[config.mk]
export PLATFORM = sky130hd
export DESIGN_NAME = clk_loss_sup
export DESIGN_NICKNAME = d
export VERILOG_FILES = /design/src/rtl/clksup_pkg.sv /design/src/rtl/clksup_filter.sv /design/src/rtl/clksup_fsm.sv /design/src/rtl/clksup_status.sv /design/src/rtl/clk_loss_sup.sv
export SDC_FILE = /design/constraint.sdc
export NUM_CORES = 1
export LEC_CHECK = 0
export BUFFER_PORTS_ARGS = -buffer_cell sky130_fd_sc_hd__buf_2
export CORE_UTILIZATION = 51
export DETAILED_ROUTE_END_ITERATION = 8
export PLACE_DENSITY = 0.74
export SLEW_MARGIN = 20
export SYNTH_ARGS = -nofsm -noshare
export SYNTH_HDL_FRONTEND = slang
export SYNTH_HIERARCHICAL = 1
export SYNTH_SLANG_ARGS = --single-unit
[constraint.sdc]
create_clock -name clk -period 6.3 [get_ports clk]
set_clock_uncertainty 0.05 [all_clocks]
set_input_delay 1.89 -clock clk [delete_from_list [all_inputs] [get_ports clk]]
set_output_delay 1.89 -clock clk [all_outputs]
set_load 0.03 [all_outputs]
[src/rtl/clksup_pkg.sv]
package clksup_pkg;

    typedef enum logic [2:0] {
        M_RST = 3'd0,
        M_NRM = 3'd1,
        M_REF = 3'd2,
        M_SCM = 3'd3,
        M_EXT = 3'd4
    } mode_e;

    typedef enum logic [1:0] {
        SRC_XTAL = 2'b00,
        SRC_EREF = 2'b01,
        SRC_ONE  = 2'b10,
        SRC_EXT  = 2'b11
    } src_e;

    localparam int W1C_W     = 3;
    localparam int W1C_LOC   = 0;
    localparam int W1C_LOL   = 1;
    localparam int W1C_CAUSE = 2;
    localparam int N_MON     = 2;
    localparam int MON_REF   = 0;
    localparam int MON_LOCK  = 1;

    typedef struct packed {
        logic ref_ev;
        logic lock_ev;
    } loss_t;

    // PLL kept powered in stop only for the two lightest policies
    function automatic logic pll_kept(input logic [1:0] cfg);
        return !cfg[1];
    endfunction

    // oscillator dropped only by the deepest policy
    function automatic logic osc_kept(input logic [1:0] cfg);
        return cfg != 2'b11;
    endfunction

endpackage

[src/rtl/clksup_filter.sv]
module clksup_filter #(
    parameter int CNT_W = 8
) (
    input  logic             clk,
    input  logic             rst,
    input  logic             raw_i,
    input  logic [CNT_W-1:0] limit_i,
    output logic             sync_o,
    output logic             lost_o
);
    localparam logic [CNT_W-1:0] CNT_MAX = '1;

    logic             meta_q;
    logic             sync_q;
    logic [CNT_W-1:0] low_cnt_q;

    always_ff @(posedge clk) begin
        if (rst) begin
            meta_q    <= 1'b0;
            sync_q    <= 1'b0;
            low_cnt_q <= '0;
        end else begin
            meta_q <= raw_i;
            sync_q <= meta_q;
            if (sync_q)
                low_cnt_q <= '0;
            else if (low_cnt_q != CNT_MAX)
                low_cnt_q <= low_cnt_q + 1'b1;
        end
    end

    assign sync_o = sync_q;
    assign lost_o = !sync_q && (low_cnt_q >= limit_i);

    // a loss can only appear after the synchronized input was already low
    a_r2_loss_after_low: assert property (@(posedge clk) disable iff (rst || limit_i == '0)
        $rose(lost_o) |-> $past(!sync_o));

endmodule

[src/rtl/clksup_fsm.sv]
module clksup_fsm
    import clksup_pkg::*;
(
    input  logic  clk,
    input  logic  rst,
    input  src_e  src_i,
    input  logic  ref_sync_i,
    input  logic  lock_sync_i,
    input  loss_t loss_i,
    input  logic  loc_rst_en_i,
    output mode_e mode_o,
    output logic  fire_o
);
    mode_e st_q, st_d;
    logic  fire_d;

    always_comb begin
        st_d   = st_q;
        fire_d = 1'b0;
        case (st_q)
            M_RST: begin
                if (src_i == SRC_EXT)
                    st_d = M_EXT;
                else if (ref_sync_i && lock_sync_i)
                    st_d = M_NRM;
            end
            M_NRM: begin
                if (loss_i.ref_ev || loss_i.lock_ev) begin
                    if (loc_rst_en_i) begin
                        st_d   = M_RST;
                        fire_d = 1'b1;
                    end else if (loss_i.ref_ev) begin
                        st_d = M_SCM;
                    end else begin
                        st_d = M_REF;
                    end
                end
            end
            default: st_d = st_q;
        endcase
    end

    always_ff @(posedge clk) begin
        if (rst) st_q <= M_RST;
        else     st_q <= st_d;
    end

    assign mode_o = st_q;
    assign fire_o = fire_d;

    // a loss-triggered reset lands in the reset mode next cycle
    a_r5_fire_to_reset: assert property (@(posedge clk) disable iff (rst)
        fire_o |=> (mode_o == M_RST));

    // reset is held while a PLL source lacks reference or lock
    a_r1_hold_reset: assert property (@(posedge clk) disable iff (rst)
        (mode_o == M_RST && src_i != SRC_EXT && !(ref_sync_i && lock_sync_i))
        |=> (mode_o == M_RST));

    // external-clock mode is never left
    a_r6_ext_kept: assert property (@(posedge clk) disable iff (rst)
        (mode_o == M_EXT) |=> (mode_o == M_EXT));

endmodule

[src/rtl/clksup_status.sv]
module clksup_status
    import clksup_pkg::*;
(
    input  logic             clk,
    input  logic             rst,
    input  mode_e            mode_i,
    input  src_e             src_i,
    input  logic             stop_i,
    input  logic [1:0]       cfg_i,
    input  logic             ref_sync_i,
    input  logic             lock_sync_i,
    input  logic             ref_lost_i,
    input  logic             lock_lost_i,
    input  logic             fire_i,
    input  logic [W1C_W-1:0] w1c_i,
    output loss_t            loss_o,
    output logic             loc_sts_o,
    output logic             lock_sts_o,
    output logic             cause_o
);
    logic wake_ref_q, wake_lock_q;
    logic loc_q, lol_q, cause_q;
    logic osc_off, pll_off, watching;

    // only the crystal source powers the oscillator, so only it can hide a reference drop
    assign osc_off  = stop_i && (src_i == SRC_XTAL) && !osc_kept(cfg_i);
    assign pll_off  = stop_i && !pll_kept(cfg_i);
    assign watching = (mode_i == M_NRM) || (mode_i == M_REF) || (mode_i == M_SCM);

    assign loss_o.ref_ev  = watching && ref_lost_i  && !(wake_ref_q  || osc_off);
    assign loss_o.lock_ev = watching && lock_lost_i && !(wake_lock_q || pll_off);

    always_ff @(posedge clk) begin
        if (rst) begin
            wake_ref_q  <= 1'b0;
            wake_lock_q <= 1'b0;
            loc_q       <= 1'b0;
            lol_q       <= 1'b0;
            cause_q     <= 1'b0;
        end else begin
            if (osc_off)                  wake_ref_q <= 1'b1;
            else if (!stop_i && ref_sync_i) wake_ref_q <= 1'b0;

            if (pll_off)                   wake_lock_q <= 1'b1;
            else if (!stop_i && lock_sync_i) wake_lock_q <= 1'b0;

            if (fire_i || mode_i == M_RST) begin
                loc_q <= 1'b0;
                lol_q <= 1'b0;
            end else begin
                if (loss_o.ref_ev)          loc_q <= 1'b1;
                else if (w1c_i[W1C_LOC])    loc_q <= 1'b0;
                if (loss_o.lock_ev)         lol_q <= 1'b1;
                else if (w1c_i[W1C_LOL])    lol_q <= 1'b0;
            end

            if (fire_i)
                cause_q <= 1'b1;
            else if (w1c_i[W1C_CAUSE] && mode_i != M_RST)
                cause_q <= 1'b0;
        end
    end

    assign loc_sts_o  = loc_q || wake_ref_q;
    assign lock_sts_o = !lol_q && !wake_lock_q;
    assign cause_o    = cause_q;

    // the reset cause survives any strobe while reset is pending
    a_r10_cause_kept: assert property (@(posedge clk) disable iff (rst)
        (mode_i == M_RST && cause_o) |=> cause_o);

    // a stop policy that drops the PLL hides the lock status
    a_r8_lock_hidden: assert property (@(posedge clk) disable iff (rst)
        pll_off |=> !lock_sts_o);

    // a loss-triggered reset always records its cause
    a_r5_cause_set: assert property (@(posedge clk) disable iff (rst)
        fire_i |=> cause_o);

endmodule

[src/rtl/clk_loss_sup.sv]
module clk_loss_sup
    import clksup_pkg::*;
#(
    parameter int CNT_W = 8
) (
    input  logic             clk,
    input  logic             rst,
    input  logic             ref_ok_i,
    input  logic             lock_i,
    input  logic [1:0]       clk_src_i,
    input  logic             stop_req_i,
    input  logic [1:0]       stop_cfg_i,
    input  logic             loc_rst_en_i,
    input  logic [CNT_W-1:0] loss_limit_i,
    input  logic [2:0]       status_w1c_i,
    output logic             pll_en_o,
    output logic             osc_en_o,
    output logic [2:0]       mode_o,
    output logic             rst_req_o,
    output logic             loc_sts_o,
    output logic             lock_sts_o,
    output logic             loc_cause_o
);
    src_e             src;
    mode_e            mode;
    loss_t            loss;
    logic             fire;
    logic [N_MON-1:0] raw_v, sync_v, lost_v;

    assign src = src_e'(clk_src_i);
    assign raw_v[MON_REF]  = ref_ok_i;
    assign raw_v[MON_LOCK] = lock_i;

    for (genvar g = 0; g < N_MON; g++) begin : g_mon
        clksup_filter #(.CNT_W(CNT_W)) u_filter (
            .clk     (clk),
            .rst     (rst),
            .raw_i   (raw_v[g]),
            .limit_i (loss_limit_i),
            .sync_o  (sync_v[g]),
            .lost_o  (lost_v[g])
        );
    end

    clksup_status u_status (
        .clk         (clk),
        .rst         (rst),
        .mode_i      (mode),
        .src_i       (src),
        .stop_i      (stop_req_i),
        .cfg_i       (stop_cfg_i),
        .ref_sync_i  (sync_v[MON_REF]),
        .lock_sync_i (sync_v[MON_LOCK]),
        .ref_lost_i  (lost_v[MON_REF]),
        .lock_lost_i (lost_v[MON_LOCK]),
        .fire_i      (fire),
        .w1c_i       (status_w1c_i),
        .loss_o      (loss),
        .loc_sts_o   (loc_sts_o),
        .lock_sts_o  (lock_sts_o),
        .cause_o     (loc_cause_o)
    );

    clksup_fsm u_fsm (
        .clk          (clk),
        .rst          (rst),
        .src_i        (src),
        .ref_sync_i   (sync_v[MON_REF]),
        .lock_sync_i  (sync_v[MON_LOCK]),
        .loss_i       (loss),
        .loc_rst_en_i (loc_rst_en_i),
        .mode_o       (mode),
        .fire_o       (fire)
    );

    assign pll_en_o  = (mode != M_EXT) && (!stop_req_i || pll_kept(stop_cfg_i));
    assign osc_en_o  = (src == SRC_XTAL) && (!stop_req_i || osc_kept(stop_cfg_i));
    assign mode_o    = mode;
    assign rst_req_o = (mode == M_RST);

    // the deep stop policies power the PLL down
    a_r7_pll_down_in_stop: assert property (@(posedge clk) disable iff (rst)
        (stop_req_i && stop_cfg_i[1]) |-> !pll_en_o);

    // self-clocked fallback holds until reset
    a_r3_scm_held: assert property (@(posedge clk) disable iff (rst)
        (mode_o == 3'd3) |=> (mode_o == 3'd3));

    // reference fallback holds until reset
    a_r4_ref_held: assert property (@(posedge clk) disable iff (rst)
        (mode_o == 3'd2) |=> (mode_o == 3'd2));

endmodule

==> impl_results.md, run 1 <==
* Gr ovfl total at 0
* H-tree depth at 1
* Clock slew at reported path FFs at 0.15 ns
* First-pass iteration count of the detailed router at 4
* Via count at 1426
* GPL Wtd Cong at 0.825
* Setup bufs post-CTS at 0
* Clk buf depth at 2
* Worst Path Max Fanout at 2
* Worst Path Arrival at 2.47 ns
* Number of diodes at 0
* Met1 GRT Util at 25.3%
* Synth warn at 6
* Logic pwr share at 13.1%
* # rows at 20
* Outcome: completed
* Layout area overhead at 14.0%
* Final Cycle Share at 69.9%
* WP buf/inv at 2
* Hold Vio Cnt, Final at 0
* First-pass GRT wire length at 5410 um
* Switching Power at 84.3 uW
* Seq pwr share at 53.7%
* Final Cell Area at 1940 um^2
* Number of global-route vias before repair at 1289
* Slowest stage delay, CP at 0.24 ns
* Sequential cell area fraction in the yosys report at 32.9%
* Worst path top cell family by delay: buffers and inverters
* Post-synth ARST share at 0%
* Hold buffer count at cts at 0
* Sw frac at 24.0%
* Cts repair resizes at 0
* Die width at 59.8 um
* Initial antenna violation count at 0
* Avg Cell Area, Syn at 8.77 um^2
* Post-synth EDFFs at 0
* Tmin final at 4.41 ns
* Initial DRC Count at 58
* Met2 Resource Use GR at 34.0%
* Slew @ Worst Pin at 0.337 ns
* Pwr Density at 181 nW/um^2
* Netlist cell types at 41
* Static leakage at 0.000925 uW
* Met3 GRT Util at 4.11%
* Max Freq at 0.227 GHz
* CP startpoint: stop_cfg_i[0]
* Final Setup Violations at 0
* I/O Pins at 30
* Max-cap viol count at 0
* Num CTS Buffers at 3
* Placed inst area at 1890 um^2
* RSZ-0062 raised after global routing: no
* Cell Area, Synth at 1700 um^2
* Setup crit end kind: output pin
* Clk Latency, worst-skew pair at 0.33 ns
* Reg-to-Reg Start: g_mon[0].u_filter/low_cnt_q[2]
* Worst path slowest cell: a311oi_2
* Worst R2R Setup Slack at 3.79 ns
* Routed Antenna Nets at 0
* CP cell instances: buf_2 > a311oi_2 > buf_2
* Crit path launch type: input pin
* Peak supply drop at 0.000124 V
* Slew Limit Fails at 0
* FF+latch count, synth at 28
* Commonest non-fill, non-tap cell in the layout: buf_2
* Starting Density at 54.8%
* Layout cells sized above 1 at 22.2%
* Cell mode on critical path: buf_2
* Clock sink total at 28
* CTS tree: yes
* Hold wc startpoint: g_mon[0].u_filter/meta_q
* Gr usage total at 19.6%
* Nets at 265
* Largest net degree at the start of global routing at 17
* Worst min path class: reg -> reg
* WL/cell at 12.1 um
* Global route hottest layer: met2
* Vias per std cell at 5.30
* Ys flop type: dfxtp_1
* Post-synth net total at 233
* DIE HEIGHT at 59.8 um
* DPL Wire Length at 2570 um
* Residual DRC count at 0
* CORE AREA at 3100 um^2
* WP data required at 4.36 ns
* Full die area at 3570 um^2
* Pint at 266 uW
* Commonest non-fill, non-tap cells in the layout: 29 x buf_2, 28 x dfxtp_1, 25 x nor2_1, 24 x inv_1, 18 x ha_1
* I/O Buffers at 29
* Final WL at 3260 um
* Clock share of power at 33.2%
* Setup_tns at 0 ns
* Crit Path Class: in -> out
* Rel. slew slack at 77.5%
* Post-Syn Instances at 194
* CTS root buffer: clkbuf_4
-- metal layers --
metal / wire length, um / up-vias
met4: 10 / 0
met2: 1570 / 17
met3: 78 / 2
li1: - / 761
met1: 1600 / 646
met5: 0 / -
-- state kept, by name (all words and copies together), names as in the netlist --
signal and count:
g_mon.u_filter/meta_q 2, u_fsm/mode_o 3, u_status/wake_lock_q 1, u_status/cause_o 1, g_mon.u_filter/sync_o 2, u_status/wake_ref_q 1
u_status/loc_q 1, g_mon.u_filter/low_cnt_q 16, u_status/lol_q 1
-- power groups by stage --
stage	Clock, uW	Sequential [uW]	Combinational, uW
finish	116	188	46.1
global route	127	189	52.5
CTS	120	188	46.6
detailed placement	0	192	46.5
global placement	0	192	44.9
floorplan	0	192	29.9
-- cell type report --
class                           count  area, um^2
Inverter                           24        90.1
Sequential cell                    28         561
Fill cell                         296        1160
Clock inverter                      1        30.0
Clock buffer                        3        22.5
Tap cell                           44        55.1
Multi-Input combinational cell    140        1040
Timing Repair Buffer               29         145
-- Yosys cell counts, types with 4 or more instances --
| cell | number | area (um^2) |
|---|---|---|
| nor2b_1 | 4 | 25.0 |
| nor2_1 | 25 | 93.8 |
| o211ai_1 | 4 | 30.0 |
| a211oi_1 | 5 | 37.5 |
| a21oi_1 | 6 | 30.0 |
| nor3_2 | 4 | 40.0 |
| inv_1 | 24 | 90.1 |
| dfxtp_1 | 28 | 561 |
| nand3_1 | 6 | 30.0 |
| nand2_1 | 4 | 15.0 |
| nor3_1 | 8 | 40.0 |
| and3_1 | 8 | 50.1 |
| nand4_1 | 4 | 25.0 |
| ha_1 | 18 | 225 |
| a31oi_1 | 9 | 56.3 |
-- per-stage QoR --
| stage | std cells | worst slack (ns) | hold WS (ns) | total power, uW | utilization, % |
|---|---|---|---|---|---|
| finish | 269 | 1.89 | 0.407 | 351 | 62.5 |
| global route | 269 | 1.87 | 0.426 | 369 | 62.5 |
| CTS | 269 | 1.89 | 0.411 | 355 | 62.5 |
| floorplan | 194 | 1.91 | 0.364 | 221 | - |
| detailed placement | 265 | 1.89 | 0.378 | 239 | 60.8 |
| global placement | 265 | 1.90 | 0.368 | 237 | 60.8 |
-- logic make-up (layout without fill, tap and decap cells) --
| family | Yosys count | after routing | synth area share (%) |
|---|---|---|---|
| AO/OA/AOI/OAI | 43 | 43 | 19.1 |
| multiplexers | 3 | 3 | 2.06 |
| flip-flops | 28 | 28 | 32.9 |
| buffers and inverters | 26 | 57 | 6.18 |
| adder cells (fa/ha/maj) | 18 | 18 | 13.2 |
| XOR/XNOR | 2 | 2 | 1.03 |
| AND/OR/NAND/NOR | 74 | 74 | 25.4 |
-- path summary, 6_finish.rpt --
check	cells after the start	endpoint
setup / recovery	3	osc_en_o
hold / removal	1	g_mon[0].u_filter/sync_o
setup reg to reg	10	u_status/loc_q
hold reg to reg	1	g_mon[0].u_filter/sync_o
No activity file was read; power rests on OpenSTA's default activity.
==> run 2, diff against run 1 <==
==> constraint.sdc (replaced) <==
create_clock -name clk -period 4.3 [get_ports clk]
set_clock_uncertainty 0.05 [all_clocks]
set_input_delay 1.29 -clock clk [delete_from_list [all_inputs] [get_ports clk]]
set_output_delay 1.29 -clock clk [all_outputs]
set_load 0.03 [all_outputs]
==> run 2 against run 1 <==
  * Critical path depth did not move
  * Via count fell by 0.63%
  * Cell area fell by 0.84%
  * Largest power group unchanged
==> impl_results.md, run 2 (same netlist as run 1, synthesis figures left out) <==
* Initial DRC Count at 50 (-14%)
* Initial antenna violation count at 0 (unchanged)
* Full die area at 3570 um^2 (unchanged)
* Largest net degree at the start of global routing at 16 (-1)
* WL/cell at 11.8 um (-2.9%)
* Outcome: completed
* I/O Pins at 30 (unchanged)
* Layout Utilization at 62.0% (-0.52 points)
* CP startpoint: stop_cfg_i[0]
* Commonest non-fill, non-tap cell in the layout: buf_2
* Layout area overhead at 13.0%
* # rows at 20 (unchanged)
* Worst R2R Path Depth at 10 (unchanged)
* Setup bufs post-CTS at 0 (unchanged)
* Top reg by flops: g_mon.u_filter/low_cnt_q
* Min Hold Slack at 0.404 ns (-0.00319 ns)
* Gr ovfl total at 0 (unchanged)
* Layout cells sized above 1 at 22.2% (unchanged)
* Number of global-route vias before repair at 1224 (-5.0%)
* RSZ-0062 raised after global routing: no
* Gr usage total at 19.2% (-0.38 points)
* Crit Path Class: in -> out
* Slew Limit Fails at 0 (unchanged)
* Hold wc startpoint: g_mon[0].u_filter/meta_q
* Static leakage at 0.000918 uW (-0.75%)
* CP endpoint: osc_en_o
* Worst Path Arrival at 1.87 ns (-0.60 ns)
* Vias per std cell at 5.27 (-0.63%)
* DPL Wire Length at 2500 um (-2.9%)
* Cell mode on critical path: buf_2
* Max Freq at 0.312 GHz
* Hold Vio Cnt, Final at 0 (unchanged)
* Pint at 348 uW (+30%)
* Worst R2R Setup Slack at 1.89 ns (-1.90 ns)
* Clock share of power at 27.1% (-6.1 points)
* Peak supply drop at 0.000210 V (+69%)
* Seq pwr share at 58.8% (+5.1 points)
* Max-cap viol count at 0 (unchanged)
* Slowest stage delay, CP at 0.24 ns (about the same)
* Cts repair resizes at 0 (unchanged)
* Nets at 265 (unchanged)
* H-tree depth at 1 (unchanged)
* Final Cycle Share at 74.6%
* Tmin final at 3.21 ns
* Switching Power at 122 uW (+45%)
* CTS tree: yes
* Clock sink total at 28 (unchanged)
* Num CTS Buffers at 3 (unchanged)
* Residual DRC count at 0 (unchanged)
* Final WL at 3160 um (-2.9%)
* Worst R2R End: u_status/loc_q
* Rel. slew slack at 77.0% (-0.48 points)
* Reg-to-Reg Start: g_mon[0].u_filter/low_cnt_q[2]
* Via count at 1417 (-0.63%)
* Hold depth at 1 (unchanged)
* Clk Latency, worst-skew pair at 0.33 ns (about the same)
* CTS root buffer: clkbuf_4
* Commonest non-fill, non-tap cells in the layout: 29 x buf_2, 28 x dfxtp_1, 25 x nor2_1, 24 x inv_1, 18 x ha_1
* Die width at 59.8 um (unchanged)
* First-pass iteration count of the detailed router at 4 (unchanged)
* Number of diodes at 0 (unchanged)
* DIE HEIGHT at 59.8 um (unchanged)
* Sw frac at 26.0% (+2.0 points)
* Pwr Density at 244 nW/um^2 (+35%)
* Clock slew at reported path FFs at 0.15 ns (about the same)
* Setup crit end kind: output pin
* Clk buf depth at 2 (unchanged)
* CP cell instances: buf_2 > a311oi_2 > buf_2
* Routed Antenna Nets at 0 (unchanged)
* Largest register FFs at 16 (unchanged)
* Crit path launch type: input pin
* Starting Density at 54.8% (unchanged)
* Logic pwr share at 14.1% (+1.0 points)
* Final Setup Violations at 0 (unchanged)
* Worst Path Max Fanout at 2 (unchanged)
* First-pass GRT wire length at 5240 um (-3.2%)
* Slew @ Worst Pin at 0.345 ns (+0.00719 ns)
* Setup_tns at 0 ns (unchanged)
* Worst min path class: reg -> reg
* I/O Buffers at 29 (unchanged)
* Hold buffer count at cts at 0 (unchanged)
* GPL Wtd Cong at 0.810 (-1.9%)
* Worst path slowest cell: a311oi_2
* WP data required at 2.96 ns (-1.40 ns)
* CORE AREA at 3100 um^2 (unchanged)
## run 2: how the worst min path moves through the flow
stage                                           to  slack [ns]
after floorplan           g_mon[0].u_filter/sync_o        0.36
after global placement    g_mon[0].u_filter/sync_o        0.36
after detailed placement  g_mon[0].u_filter/sync_o        0.37
after CTS                 g_mon[0].u_filter/sync_o        0.41
after global routing      g_mon[0].u_filter/sync_o        0.42
final                     g_mon[0].u_filter/sync_o        0.40
## run 2: through the flow
step	worst slack (ns)	cells	total power, uW	area, um^2
after floorplan	1.11	194	324	1700
after global placement	0.926	265	348	1890
after detailed placement	0.868	265	349	1890
after CTS	1.09	269	475	1920
after global routing	1.07	269	495	1920
final	1.09	269	470	1920
## run 2: final cells by class
class                      count  area (um^2)
clock buffer                   4         36.3
fill                         281         1180
inverter                      24         90.1
multi-input combinational    140         1040
sequential                    28          561
tap                           44         55.1
timing repair buffer          29          145
## run 2: layer usage
layer | global-route usage [%] | wire [um] | up-vias
li1 | - | - | 762
met1 | 25.1 | 1570 | 639
met2 | 31.6 | 1490 | 12
met3 | 4.55 | 63 | 4
met4 | 5.32 | 40 | 0
met5 | 0 | 0 | -
## run 2: worst max-delay path, delay by kind of cell
family,cells,cell delay (ns)
buffers and inverters,2,0.34
AO/OA/AOI/OAI,1,0.24
## run 2: power by group through the flow
| stage | Combinational, uW | Sequential (uW) | Clock, uW |
|---|---|---|---|
| floorplan | 43.8 | 281 | 0 |
| global placement | 66.2 | 282 | 0 |
| detailed placement | 67.0 | 282 | 0 |
| CTS | 67.1 | 276 | 132 |
| global route | 75.9 | 278 | 141 |
| finish | 66.5 | 276 | 127 |
